[src/rtl/ecc_rmw_pkg.sv]
package ecc_rmw_pkg;

    localparam int DATA_W = 32;
    localparam int BYTE_W = 8;
    localparam int BE_W   = DATA_W / BYTE_W;
    localparam int HAM_N  = 38;
    localparam int SYN_W  = 6;
    localparam int CW_W   = HAM_N + 1;

    typedef enum logic [1:0] {
        ST_IDLE = 2'd0,
        ST_RD   = 2'd1,
        ST_RMW  = 2'd2
    } eng_state_e;

    localparam logic [1:0] SRC_NONE = 2'b00;
    localparam logic [1:0] SRC_READ = 2'b01;
    localparam logic [1:0] SRC_RMW  = 2'b10;

    function automatic logic is_pow2(input int p);
        return (p & (p - 1)) == 0;
    endfunction

    // Spread data bits over the non-power-of-two Hamming positions.
    function automatic logic [CW_W-1:0] place_data(input logic [DATA_W-1:0] d);
        logic [CW_W-1:0] r;
        int k;
        r = '0;
        k = 0;
        for (int p = 1; p <= HAM_N; p++) begin
            if (!is_pow2(p)) begin
                r[p-1] = d[k];
                k++;
            end
        end
        return r;
    endfunction

    function automatic logic [DATA_W-1:0] pull_data(input logic [CW_W-1:0] c);
        logic [DATA_W-1:0] r;
        int k;
        r = '0;
        k = 0;
        for (int p = 1; p <= HAM_N; p++) begin
            if (!is_pow2(p)) begin
                r[k] = c[p-1];
                k++;
            end
        end
        return r;
    endfunction

    function automatic logic [SYN_W-1:0] syndrome(input logic [CW_W-1:0] c);
        logic [SYN_W-1:0] s;
        s = '0;
        for (int p = 1; p <= HAM_N; p++) begin
            if (c[p-1]) s = s ^ SYN_W'(p);
        end
        return s;
    endfunction

endpackage

[src/rtl/secded_enc.sv]
module secded_enc
    import ecc_rmw_pkg::*;
(
    input  logic [DATA_W-1:0] data_i,
    output logic [CW_W-1:0]   cw_o
);

    logic [CW_W-1:0]  base;
    logic [SYN_W-1:0] syn;

    always_comb begin
        base = place_data(data_i);
        syn  = syndrome(base);
        // Check positions are still zero, so the syndrome gives their values.
        for (int j = 0; j < SYN_W; j++) begin
            base[(1 << j) - 1] = syn[j];
        end
        base[CW_W-1] = ^base[HAM_N-1:0];
        cw_o = base;
    end

endmodule

[src/rtl/secded_dec.sv]
module secded_dec
    import ecc_rmw_pkg::*;
(
    input  logic [CW_W-1:0]   cw_i,
    output logic [DATA_W-1:0] data_o,
    output logic              sbe_o,
    output logic              dbe_o
);

    logic [SYN_W-1:0] syn;
    logic             par;
    logic [CW_W-1:0]  fixed;
    int               pos;

    always_comb begin
        syn   = syndrome(cw_i);
        par   = ^cw_i;
        fixed = cw_i;
        sbe_o = 1'b0;
        dbe_o = 1'b0;
        pos   = int'(syn);
        if (par) begin
            if (pos == 0) begin
                sbe_o = 1'b1;               // overall parity bit alone
            end else if (pos <= HAM_N) begin
                sbe_o = 1'b1;
                fixed[pos-1] = ~fixed[pos-1];
            end else begin
                dbe_o = 1'b1;               // syndrome points outside the word
            end
        end else if (pos != 0) begin
            dbe_o = 1'b1;
        end
        data_o = pull_data(fixed);
    end

endmodule

[src/rtl/ecc_err_track.sv]
module ecc_err_track
    import ecc_rmw_pkg::*;
#(
    parameter int ADDR_W = 24,
    parameter int CNT_W  = 16
) (
    input  logic              clk,
    input  logic              rst_n,
    input  logic              ev_valid,
    input  logic              ev_sbe,
    input  logic              ev_dbe,
    input  logic              ev_rmw,
    input  logic [ADDR_W-1:0] ev_addr,
    input  logic              stat_clr,
    input  logic              cnt_clr,
    output logic [CNT_W-1:0]  sbe_cnt,
    output logic [CNT_W-1:0]  dbe_cnt,
    output logic              irq,
    output logic              stat_valid,
    output logic [1:0]        stat_type,
    output logic [ADDR_W-1:0] stat_addr
);

    localparam logic [CNT_W-1:0] CNT_MAX = {CNT_W{1'b1}};

    typedef struct packed {
        logic [CNT_W-1:0]  sbe;
        logic [CNT_W-1:0]  dbe;
        logic              irq;
        logic              valid;
        logic [1:0]        kind;
        logic [ADDR_W-1:0] addr;
    } trk_t;

    trk_t trk_d, trk_q;

    always_comb begin
        trk_d = trk_q;
        if (stat_clr) begin
            trk_d.irq   = 1'b0;
            trk_d.valid = 1'b0;
            trk_d.kind  = SRC_NONE;
            trk_d.addr  = '0;
        end
        if (cnt_clr) begin
            trk_d.sbe = '0;
            trk_d.dbe = '0;
        end
        if (ev_valid && ev_sbe && !cnt_clr && trk_q.sbe != CNT_MAX) begin
            trk_d.sbe = trk_q.sbe + CNT_W'(1);
        end
        if (ev_valid && ev_dbe) begin
            if (!cnt_clr && trk_q.dbe != CNT_MAX) begin
                trk_d.dbe = trk_q.dbe + CNT_W'(1);
            end
            trk_d.irq = 1'b1;
            if (!trk_d.valid) begin
                trk_d.valid = 1'b1;
                trk_d.kind  = ev_rmw ? SRC_RMW : SRC_READ;
                trk_d.addr  = ev_addr;
            end
        end
    end

    always_ff @(posedge clk) begin
        if (!rst_n) trk_q <= '0;
        else        trk_q <= trk_d;
    end

    assign sbe_cnt    = trk_q.sbe;
    assign dbe_cnt    = trk_q.dbe;
    assign irq        = trk_q.irq;
    assign stat_valid = trk_q.valid;
    assign stat_type  = trk_q.kind;
    assign stat_addr  = trk_q.addr;

endmodule

[src/rtl/ecc_rmw_engine.sv]
module ecc_rmw_engine
    import ecc_rmw_pkg::*;
#(
    parameter int ADDR_W = 24,
    parameter int CNT_W  = 16
) (
    input  logic              clk,
    input  logic              rst_n,
    input  logic              lcl_valid,
    output logic              lcl_ready,
    input  logic              lcl_write,
    input  logic [ADDR_W-1:0] lcl_addr,
    input  logic [DATA_W-1:0] lcl_wdata,
    input  logic [BE_W-1:0]   lcl_be,
    output logic              lcl_rvalid,
    output logic [DATA_W-1:0] lcl_rdata,
    output logic              lcl_rerr,
    output logic              mem_req,
    output logic              mem_we,
    output logic [ADDR_W-1:0] mem_addr,
    output logic [CW_W-1:0]   mem_wdata,
    input  logic              mem_rvalid,
    input  logic [CW_W-1:0]   mem_rdata,
    output logic              irq,
    input  logic              stat_clr,
    input  logic              cnt_clr,
    output logic [CNT_W-1:0]  sbe_cnt,
    output logic [CNT_W-1:0]  dbe_cnt,
    output logic              stat_valid,
    output logic [1:0]        stat_type,
    output logic [ADDR_W-1:0] stat_addr
);

    typedef struct packed {
        eng_state_e        state;
        logic [ADDR_W-1:0] addr;
        logic [DATA_W-1:0] wdata;
        logic [BE_W-1:0]   be;
        logic              mreq;
        logic              mwe;
        logic [ADDR_W-1:0] maddr;
        logic [CW_W-1:0]   mwdata;
        logic              rvalid;
        logic [DATA_W-1:0] rdata;
        logic              rerr;
    } eng_t;

    eng_t eng_d, eng_q;

    logic [DATA_W-1:0] dec_data;
    logic              dec_sbe;
    logic              dec_dbe;
    logic [DATA_W-1:0] merged;
    logic [DATA_W-1:0] enc_in;
    logic [CW_W-1:0]   enc_cw;
    logic              ev_valid;
    logic              ev_rmw;

    secded_dec u_dec (
        .cw_i   (mem_rdata),
        .data_o (dec_data),
        .sbe_o  (dec_sbe),
        .dbe_o  (dec_dbe)
    );

    for (genvar b = 0; b < BE_W; b++) begin : g_merge
        assign merged[b*BYTE_W +: BYTE_W] = eng_q.be[b]
            ? eng_q.wdata[b*BYTE_W +: BYTE_W]
            : dec_data[b*BYTE_W +: BYTE_W];
    end

    assign enc_in = (eng_q.state == ST_RMW) ? merged : lcl_wdata;

    secded_enc u_enc (
        .data_i (enc_in),
        .cw_o   (enc_cw)
    );

    always_comb begin
        eng_d        = eng_q;
        eng_d.mreq   = 1'b0;
        eng_d.rvalid = 1'b0;
        ev_valid     = 1'b0;
        ev_rmw       = 1'b0;
        unique case (eng_q.state)
            ST_IDLE: begin
                if (lcl_valid) begin
                    eng_d.addr  = lcl_addr;
                    eng_d.wdata = lcl_wdata;
                    eng_d.be    = lcl_be;
                    eng_d.mreq  = 1'b1;
                    eng_d.maddr = lcl_addr;
                    if (lcl_write && (&lcl_be)) begin
                        eng_d.mwe    = 1'b1;
                        eng_d.mwdata = enc_cw;
                    end else begin
                        eng_d.mwe   = 1'b0;
                        eng_d.state = lcl_write ? ST_RMW : ST_RD;
                    end
                end
            end
            ST_RD: begin
                if (mem_rvalid) begin
                    ev_valid     = 1'b1;
                    eng_d.rvalid = 1'b1;
                    eng_d.rdata  = dec_data;
                    eng_d.rerr   = dec_dbe;
                    eng_d.state  = ST_IDLE;
                end
            end
            ST_RMW: begin
                if (mem_rvalid) begin
                    ev_valid     = 1'b1;
                    ev_rmw       = 1'b1;
                    eng_d.mreq   = 1'b1;
                    eng_d.mwe    = 1'b1;
                    eng_d.maddr  = eng_q.addr;
                    eng_d.mwdata = enc_cw;
                    eng_d.state  = ST_IDLE;
                end
            end
            default: eng_d.state = ST_IDLE;
        endcase
    end

    always_ff @(posedge clk) begin
        if (!rst_n) eng_q <= '0;
        else        eng_q <= eng_d;
    end

    ecc_err_track #(
        .ADDR_W (ADDR_W),
        .CNT_W  (CNT_W)
    ) u_track (
        .clk        (clk),
        .rst_n      (rst_n),
        .ev_valid   (ev_valid),
        .ev_sbe     (dec_sbe),
        .ev_dbe     (dec_dbe),
        .ev_rmw     (ev_rmw),
        .ev_addr    (eng_q.addr),
        .stat_clr   (stat_clr),
        .cnt_clr    (cnt_clr),
        .sbe_cnt    (sbe_cnt),
        .dbe_cnt    (dbe_cnt),
        .irq        (irq),
        .stat_valid (stat_valid),
        .stat_type  (stat_type),
        .stat_addr  (stat_addr)
    );

    assign lcl_ready  = (eng_q.state == ST_IDLE);
    assign lcl_rvalid = eng_q.rvalid;
    assign lcl_rdata  = eng_q.rdata;
    assign lcl_rerr   = eng_q.rerr;
    assign mem_req    = eng_q.mreq;
    assign mem_we     = eng_q.mwe;
    assign mem_addr   = eng_q.maddr;
    assign mem_wdata  = eng_q.mwdata;

endmodule

[config.mk]
export PLATFORM = sky130hd
export DESIGN_NAME = ecc_rmw_engine
export DESIGN_NICKNAME = d
export VERILOG_FILES = /design/src/rtl/ecc_rmw_pkg.sv /design/src/rtl/secded_enc.sv /design/src/rtl/secded_dec.sv /design/src/rtl/ecc_err_track.sv /design/src/rtl/ecc_rmw_engine.sv
export SDC_FILE = /design/constraint.sdc
export NUM_CORES = 1
export LEC_CHECK = 0
export ABC_AREA = 0
export CORE_MARGIN = 1.5
export CORE_UTILIZATION = 52
export DETAILED_ROUTE_END_ITERATION = 6
export GPL_TIMING_DRIVEN = 0
export HOLD_SLACK_MARGIN = 0.02
export PLACE_DENSITY_LB_ADDON = 0.05
export SKIP_LAST_GASP = 1
export SYNTH_ARGS = -nofsm -noshare
export SYNTH_HDL_FRONTEND = slang
export SYNTH_SLANG_ARGS = --single-unit
[constraint.sdc]
create_clock -name clk -period 8.65 [get_ports clk]
set_input_delay 0.865 -clock clk [delete_from_list [all_inputs] [get_ports clk]]
set_output_delay 0.865 -clock clk [all_outputs]
set_load 0.01 [all_outputs]
Word level (Yosys, flattened, before mapping)
Index checks and enable logic that the tools add are counted.

Flip-flop bits (word level): 221. Logic and storage cells: 236.

Bitwise operators: 69. Add/sub/neg operators: 3. Reduce and logical (&&, ||, !) cells: 24. Mux-type cells: 111. Eq/ne operators: 9. Order comparisons: 3.

Operators by type and width (number): $mux 5 (31); $pmux 65 s2 (1); $mux 127 (1); $mux 38 (3); $mux 6 (13); $not 3->3 (26); $mux 65 (1); $mux 32 (2); $mux 4 (15); $not 2->2 (25); $mux 44 (1); $not 4->4 (10); $bwmux 39 (1); $mux 39 (1); $reduce_xor 39->1 (1); $reduce_xor 38->1 (1); $mux 34 (1); $add 16x1->16 const B (2); $ge 32x1->1 const B (1); $lt 32x8->1 const B (1); $mux 16 (2); $mux 8 (4); $ne 16x16->1 const B (2); $mux 28 (1); 26 further kinds (72).

Longest topological paths before layout
Gate-level depths: netlist (run 1).

Depth after elaboration: 148. Depth in mapped cells: 24.

Modules after synthesis
Synthesis (run 1) repeated with hierarchy kept, for this count alone.

Cells, all modules: 1655. Area, all modules: 13591.8 um2.

By module, submodules not included: ecc_rmw_engine (cells an instance 959, area an instance 7666.1 um2, times used 1); ecc_err_track (cells an instance 337, area an instance 2940.3 um2, times used 1); secded_dec (cells an instance 269, area an instance 2108.3 um2, times used 1); secded_enc (cells an instance 90, area an instance 877.1 um2, times used 1).

Worst setup path before layout (run 1)
No wires, ideal clock.

Path kind: input to register. From: in mem_rdata[22]. To: reg eng_q, in the netlist mem_wdata[38]. Stages: 23. Setup time: 0.084 ns. Arrival: 6.186 ns. Path slack: 2.380 ns. Required time: 8.566 ns. Cell sequence: xnor2_2 xnor3_1 xnor3_2 xnor2_4 inv_2 buf_2 ha_1 xor2_1 buf_2 buf_2 nand2_1 nand3_1 o21ai_1 a211o_1 buf_2 mux2i_1 a31o_2 xnor3_1 xnor2_1 xnor3_1 xnor3_1 xor2_1 o31ai_2.

Word-level cells in the longest chain between the ends: 88.

RTL lines: start, declared (line ecc_rmw_engine.sv:23) `input logic [CW_W-1:0] mem_rdata,`; $mux 5 (line ecc_rmw_pkg.sv:57) `if (c[p-1]) s = s ^ SYN_W'(p);`; $not 2->2 (no source line); $mux 5 (line ecc_rmw_pkg.sv:57); $not 3->3 (no source line); $mux 5 (line ecc_rmw_pkg.sv:57); $not 3->3 (no source line); $mux 5 (line ecc_rmw_pkg.sv:57); $not 4->4 (no source line); [71 not listed]; $mux 6 (2 in a row) (line ecc_rmw_pkg.sv:57); $not 3->3 (no source line) or $mux 6 (tied branches); $mux 6 or $not 3->3 (tied branches); $mux 6 (line ecc_rmw_pkg.sv:57); $reduce_xor 38->1 (*) (line secded_enc.sv:18) `base[CW_W-1] = ^base[HAM_N-1:0];`; $mux 39 (line ecc_rmw_engine.sv:93) `if (lcl_write && (&lcl_be)) begin`; $mux 127 (line ecc_rmw_engine.sv:87) `if (lcl_valid) begin`; $pmux 65 s2 (*) (line ecc_rmw_engine.sv:85) `unique case (eng_q.state)`; end signal, assigned (line ecc_rmw_engine.sv:128) `else eng_q <= eng_d;`; end, declared (line ecc_rmw_engine.sv:48) `eng_t eng_d, eng_q;`.

Mark *: on every way between the ends. The rest lies on a longest branch, timed or not. The select of a mux whose other input is x is not followed. A chain may end at the register's enable or synchronous reset.

Final worst setup path (run 1)
From: in mem_rdata[30]. To: reg eng_q, in the netlist mem_wdata[38].

Word-level cells in the longest chain between the ends: 75.

RTL lines (line): $mux 5 (ecc_rmw_pkg.sv:57); $mux 6 (ecc_rmw_pkg.sv:57); $not 2->2 (no source line) or $mux 6 (tied branches); $mux 6 or $not 2->2 (tied branches); $mux 6 (ecc_rmw_pkg.sv:57); $not 3->3 (no source line) or $not 2->2 (tied branches); $mux 6 (ecc_rmw_pkg.sv:57); $mux 6 or $not 3->3 (tied branches); [58 not listed]; $mux 6 (2 in a row) (ecc_rmw_pkg.sv:57); $not 3->3 (no source line) or $mux 6 (tied branches); $mux 6 or $not 3->3 (tied branches); $mux 6 (ecc_rmw_pkg.sv:57); $reduce_xor 38->1 (*) (secded_enc.sv:18); $mux 39 (ecc_rmw_engine.sv:93); $mux 127 (ecc_rmw_engine.sv:87); $pmux 65 s2 (*) (ecc_rmw_engine.sv:85).

Marks and branches as above.

==> metrics.yaml, run 1 <==
vdd_drop_max_v: 0.000246
synth.most_common_cell: "nand2_1"
die_x_microns: 161
required_ps: 9110
r2r_end: "mem_addr[20]"
syn_nets: 1707
startpoint: "mem_rdata[30]"
worst_setup_path_end_kind: "flip-flop"
diodes: 0
io_buffers: 264
grt_util_all_layers: 0.334
p_clk_frac: 0.265
cts_hold_buf: 0
cts_setup_buffers: 0
drive_above_1_share: 0.105
antenna_found_initial: 0
min_to: "lcl_rdata[6]"
setup_ws_ps: 1090
coreArea_sq_mm: 0.0244
cp.buffers_inverters: 5
cts-root-buf: "clkbuf_16"
synth-seq-cells: 221
period_minus_slack_ps: 7560
start_util: 0.532
cap_violations: 0
grt_pass1_vias: 11752
cpMostUsedCell: "xnor3_1"
crit_slowest_cell: "clkdlybuf4s50_1"
grt_max_degree: 15
pin_count: 266
p_sw_mw: 1.88
h-tree-depth: 1
start_kind: "primary input"
hold_viol_final: 0
synth_flop_cell: "dfxtp_1"
critPathArrivalTime_ps: 8020
min_path_type: "flip-flop to flip-flop"
max_stage_delay_ps: 550
cp.depth: 23
async_flop_share: 0
r2r_start: "eng_q[159]"
firstDrtPassIters: 7
path_class: "primary input to flip-flop"
swShare: 0.411
rsz0062_at_grt: "false"
power.internal_mw: 2.70
violations: "DRC"
synth_common_cells: "229 x nand2_1, 221 x dfxtp_1, 218 x nor2_1"
final-setup-viol-count: 0
drt_iter0_markers: 1148
syn_area_per_cell_sq_um: 8.15
cp_max_fo: 12
ant_nets: 0
synth.distinct_cells: 75
finish.utilization: 0.695
setup_tns_ps: 0
yosys_warnings: 0
tightest_slew_ps: 994
pwr-share-seq: 0.242
synth_edf_count: 0
clkLatencyLatePin_ps: 540
path_clk_slew_ps: 60
synth_top_area_share: 0.341
clockBufferDepth: 3
rr_worst_depth: 13
netlist_area_sq_mm: 0.0130
crit_family: "XOR/XNOR gates"
cts.sinks: 221
finalClockSkew_ps: 14.8
cts_buffers: 24
synth.area.top_cells: "dfxtp_1 34%, nand2_1 6.6%, nor2_1 6.3%"
yosysTopAreaCell: "dfxtp_1"
gp_congestion: 0.989
slew_headroom: 0.331
outcome: "finished with violations"
maxSlewViolCount: 0
fin_nets: 1997
num_rows: 57
fin_crit_sh: 0.874
min_from: "lcl_rdata[6]"
grt_pass1_wl_mm: 67.3
yosysSeqAreaShare: 0.341
syn_to_final_growth_pct: 30.7
final_cells: 2224
dieArea_sq_mm: 0.0259
p_per_area_mw_per_mm2: 270
vias_per_cell: 5.68
fmax_mhz: 132
route.detailed.drc: 7
p_leak_nw: 6.48
cts_tree: "yes"
wire_per_inst_microns: 19.8
synth_cells: 1592
dp.final_hpwl_mm: 33.6
wl_mm: 43.9
combPwrFrac: 0.494
post-place-ws_ps: 639
r2r_setup_slack_ps: 3210
dr_total_vias: 12627
dpl.cell_count: 2180
grt-ovfl-total: 0
crit_path_cell_trace: "clkdlybuf4s50_1 -> xnor2_2 -> xnor3_1 -> xnor3_2 -> xnor2_4 -> inv_2 -> buf_2 -> ha_1 -> xnor2_2 -> buf_2 -> nand2_1 -> nand3_1 -> o21ai_1 -> a211o_1 -> buf_2 -> mux2i_1 -> a31o_2 -> xnor3_1 -> xnor2_1 -> xnor3_1 -> xnor3_1 -> xor2_1 -> o31ai_2"
die_height_microns: 161
min_delay_path_depth: 2
cts_resized: 0
[state kept, by name, indices dropped and copies added, names as in the netlist, 2 cells and up]
| register | cells |
|---|---|
| eng_q | 62 |
| lcl_rdata | 32 |
| mem_addr | 24 |
| mem_wdata | 39 |
| u_track.dbe_cnt | 16 |
| u_track.sbe_cnt | 16 |
| u_track.stat_addr | 24 |
| u_track.stat_type | 2 |
[logic make-up after synthesis]
group	after synthesis	share of synthesized area
muxes	56	0.0451
and+or+nand+nor	612	0.206
AOI/OAI and AO/OA	338	0.173
xor gates and xnor gates	140	0.135
buffers and inverters	216	0.0911
adders and majority gates	9	0.00868
DFF	221	0.341
[metal layers]
metal | up-vias | track usage | part of all wire
met5 | - | 0 | 0
met4 | 0 | 0.129 | 0.040
met3 | 119 | 0.0568 | 0.097
met2 | 641 | 0.514 | 0.44
met1 | 5842 | 0.466 | 0.43
li1 | 6025 | - | -
[area by class of cell]
| class | instances | area, sq um |
|---|---|---|
| Multi-Input combinational cell | 1155 | 7360 |
| Inverter | 19 | 71.3 |
| Timing Repair Buffer | 264 | 2640 |
| Buffer | 197 | 1110 |
| Clock inverter | 14 | 263 |
| Fill cell | 2050 | 7440 |
| Sequential cell | 221 | 4420 |
| Tap cell | 324 | 405 |
| Clock buffer | 30 | 673 |
[power by group through the flow]
stage          clock, mW  combinational, mW  sequential [mW]
2_1_floorplan          0               1.61             1.12
3_3_place_gp           0               2.19             1.13
3_5_place_dp           0               2.19             1.13
4_1_cts             1.22               2.21             1.11
5_1_grt             1.26               2.40             1.11
6_report            1.21               2.26             1.11
[tightest hold or removal path, delay by kind of cell, from the launching register on]
kind | cells | cell delay (ps)
simple gates | 1 | 50
flops | 1 | 310
compound gates | 1 | 50
[worst max-delay path by stage]
| stage | to | slack, ps |
|---|---|---|
| floorplan | mem_wdata[38] | 2380 |
| global placement | mem_wdata[38] | 670 |
| detailed placement | mem_wdata[38] | 640 |
| CTS | mem_wdata[38] | 1170 |
| global route | mem_wdata[38] | 800 |
| finish | mem_wdata[38] | 1090 |
[cell usage in the layout, fill, tap and decap left out, types with 9 or more instances in the layout]
| master | count |
|---|---|
| a211oi_1 | 13 |
| a21oi_1 | 127 |
| a221oi_1 | 20 |
| a22oi_1 | 27 |
| a311oi_1 | 30 |
| a31oi_1 | 12 |
| and3_1 | 18 |
| buf_1 | 12 |
| buf_4 | 96 |
| clkbuf_1 | 82 |
| clkbuf_16 | 24 |
| clkdlybuf4s50_1 | 264 |
| dfxtp_1 | 221 |
| ha_1 | 9 |
| inv_1 | 17 |
| mux2_2 | 15 |
| mux2i_1 | 40 |
| nand2_1 | 229 |
| nand2b_1 | 12 |
| nand3_1 | 25 |
| nand4_1 | 10 |
| nor2_1 | 218 |
| nor3_1 | 38 |
| nor3b_1 | 12 |
| nor4_1 | 14 |
| o21ai_0 | 49 |
| xnor2_1 | 62 |
| xnor3_1 | 23 |
| xor2_1 | 40 |
[metrics by stage]
| stage | power (mW) | area, sq um | hold slack [ps] |
|---|---|---|---|
| after floorplan | 2.73 | 13000 | 431 |
| after global placement | 3.31 | 16000 | 439 |
| after detailed placement | 3.32 | 16000 | 446 |
| after CTS | 4.53 | 17000 | 454 |
| after global routing | 4.78 | 17000 | 472 |
| final | 4.58 | 17000 | 453 |
Note: power is estimated with default switching activity, not from simulation.
==> run 2: changes to the inputs <==
--- a/config.mk
+++ b/config.mk
@@ -6,8 +6,10 @@
 export NUM_CORES = 1
 export LEC_CHECK = 0
 export ABC_AREA = 0
+export CORE_ASPECT_RATIO = 0.5
 export CORE_MARGIN = 1.5
 export CORE_UTILIZATION = 52
+export CTS_CLUSTER_SIZE = 30
 export DETAILED_ROUTE_END_ITERATION = 6
 export GPL_TIMING_DRIVEN = 0
 export HOLD_SLACK_MARGIN = 0.02
==> constraint.sdc (replaced) <==
create_clock -name clk -period 8.3 [get_ports clk]
set_input_delay 0.83 -clock clk [delete_from_list [all_inputs] [get_ports clk]]
set_output_delay 0.83 -clock clk [all_outputs]
set_load 0.01 [all_outputs]
==> run 2 against run 1 <==
Net effect: the run now ends clean; via count is 3.2% higher; count of clock-buffer cells in the layout is 4 lower; critical endpoint unchanged; power is 0.85% lower; register-to-register slack worse by 240 ps; highest routed layer unchanged; global-route usage is 1.7 points higher; final area is 1.3% lower; clock skew is 2.0 ps higher; hold slack better by 5.6 ps; largest power group unchanged; final cell count is 0.13% higher; die area is 0.22% higher; flip-flop and latch count stayed put.
==> metrics.yaml, run 2 (synthesis gave the netlist of run 1 again) <==
tightest_slew_ps: 899  # -94.7 ps
min_from: "eng_q[103]"
die_height_microns: 115  # -29%
worst_setup_path_end_kind: "flip-flop"
clkLatencyLatePin_ps: 530  # about the same
antenna_found_initial: 2  # +2
outcome: "completed"
vdd_drop_max_v: 0.000184  # -25%
regMostFlops: "eng_q"
gp_congestion: 0.987  # -0.16%
syn_to_final_growth_pct: 29.0
setup_tns_ps: 0  # unchanged
h-tree-depth: 1  # unchanged
wire_per_inst_microns: 20.9  # +5.7%
start_util: 0.535  # +0.00368
crit_path_cell_trace: "clkdlybuf4s50_1 -> xnor2_2 -> xnor3_1 -> xnor3_2 -> xnor2_4 -> inv_2 -> buf_2 -> ha_1 -> xnor2_2 -> buf_2 -> clkbuf_1 -> nand2b_1 -> nor3b_1 -> mux2i_1 -> a31o_2 -> xor2_1 -> xnor3_1 -> xnor2_1 -> xnor3_1 -> xor2_1 -> o31ai_2"
cts_setup_buffers: 0  # unchanged
p_leak_nw: 6.36  # -1.8%
num_rows: 40  # -30%
path_clk_slew_ps: 70  # about the same
path_class: "primary input to flip-flop"
finish.utilization: 0.690  # -0.00454
fmax_mhz: 132
cts_buffers: 21  # -13%
coreArea_sq_mm: 0.0242  # -0.69%
cpMostUsedCell: "xnor3_1"
cts-root-buf: "clkbuf_16"
hold_viol_final: 0  # unchanged
required_ps: 8750  # -360 ps
drt_iter0_markers: 1360  # +18%
cts_hold_buf: 0  # unchanged
grt_max_degree: 16  # +1
ant_nets: 0  # unchanged
max_stage_delay_ps: 550  # about the same
final_cell_mix: "264 x clkdlybuf4s50_1, 229 x nand2_1, 221 x dfxtp_1"
drive_above_1_share: 0.0999  # -0.00532
grt_util_all_layers: 0.351  # +0.0169
min_path_type: "flip-flop to flip-flop"
rsz0062_at_grt: "false"
wl_mm: 46.5  # +5.8%
crit_slowest_cell: "clkdlybuf4s50_1"
finalClockSkew_ps: 16.7  # +1.97 ps
cts_resized: 0  # unchanged
cp_max_fo: 12  # unchanged
diodes: 0  # unchanged
pin_count: 266  # unchanged
startpoint: "mem_rdata[30]"
final_common_cell: "clkdlybuf4s50_1"
fin_crit_sh: 0.916
slew_headroom: 0.401  # +0.0701
period_minus_slack_ps: 7600
largest_reg_flops: 62  # unchanged
fillers: 2047  # -0.15%
route.detailed.drc: 0  # -7
dieArea_sq_mm: 0.0260  # +0.22%
clockBufferDepth: 3  # unchanged
r2r_start: "eng_q[159]"
die_x_microns: 226  # +41%
grt_pass1_vias: 12408  # +5.6%
cts_tree: "yes"
cts.sinks: 221  # unchanged
cap_violations: 0  # unchanged
cp.buffers_inverters: 5  # unchanged
p_per_area_mw_per_mm2: 272  # +0.49%
grt_pass1_wl_mm: 69.7  # +3.5%
dp.final_hpwl_mm: 36.3  # +8.0%
grt-ovfl-total: 0  # unchanged
final-setup-viol-count: 0  # unchanged
dr_total_vias: 13027  # +3.2%
crit_family: "XOR/XNOR gates"
fin_nets: 1994  # -0.15%
maxSlewViolCount: 0  # unchanged
io_buffers: 264  # unchanged
start_kind: "primary input"
firstDrtPassIters: 5  # -2
critPathArrivalTime_ps: 8050  # +30 ps
vias_per_cell: 5.85  # +3.0%
r2r_setup_slack_ps: 2970  # -240 ps
run 2: changes by cell type in the layout (fill, tap and decap cells not counted), sizes merged:
cell    change
clkinv      -2
inv         +1
clkbuf      -4
bufinv      -4
run 2: area by class of cell:
type                    count  area, sq um  area share
flip-flops and latches    221         4420       0.265
multi-input cells        1155         7360       0.440
inverters                  19         71.3     0.00426
plain buffers             197         1110      0.0664
clock buffers              26          564      0.0337
well taps                 336          420      0.0251
repair buffers            264         2640       0.158
clock inverters             9          130     0.00778
run 2: final timing paths:
kind	end	cells after the start
max	mem_wdata[38]	21
min	eng_q[103]	2
max reg2reg	mem_wdata[32]	12
min reg2reg	eng_q[103]	2
run 2: layer usage:
metal / global-route usage / routed length [microns] / share of wire
met2: 0.575 / 21100 / 0.45
met1: 0.455 / 19100 / 0.41
met4: 0.132 / 1700 / 0.036
met5: 0 / 0 / 0
met3: 0.0747 / 4580 / 0.098
run 2: worst min-delay path, cell delays in order, from the launching register on:
cell and delay (ps):
dfxtp_1 310, nand2_1 50, a21oi_1 60
run 2: report_power, final:
| group | total (mW) | internal (mW) | switching, mW | leakage, nW |
|---|---|---|---|---|
| clock | 1.01 | 0.577 | 0.434 | 0.340 |
| sequential | 1.15 | 1.12 | 0.0353 | 1.80 |
| combinational | 2.38 | 0.897 | 1.48 | 4.22 |
| total | 4.54 | 2.59 | 1.95 | 6.36 |
run 2: per-stage QoR:
stage          power (mW)  cell area (sq um)  setup WS [ps]  instances  hold WS [ps]
2_1_floorplan        2.84              13000           2060       1592           431
3_3_place_gp         3.46              16000            294       2192           437
3_5_place_dp         3.49              16000            340       2192           442
4_1_cts              4.50              16700            831       2227           452
5_1_grt              4.75              16700            563       2227           475
6_report             4.54              16700            701       2227           459
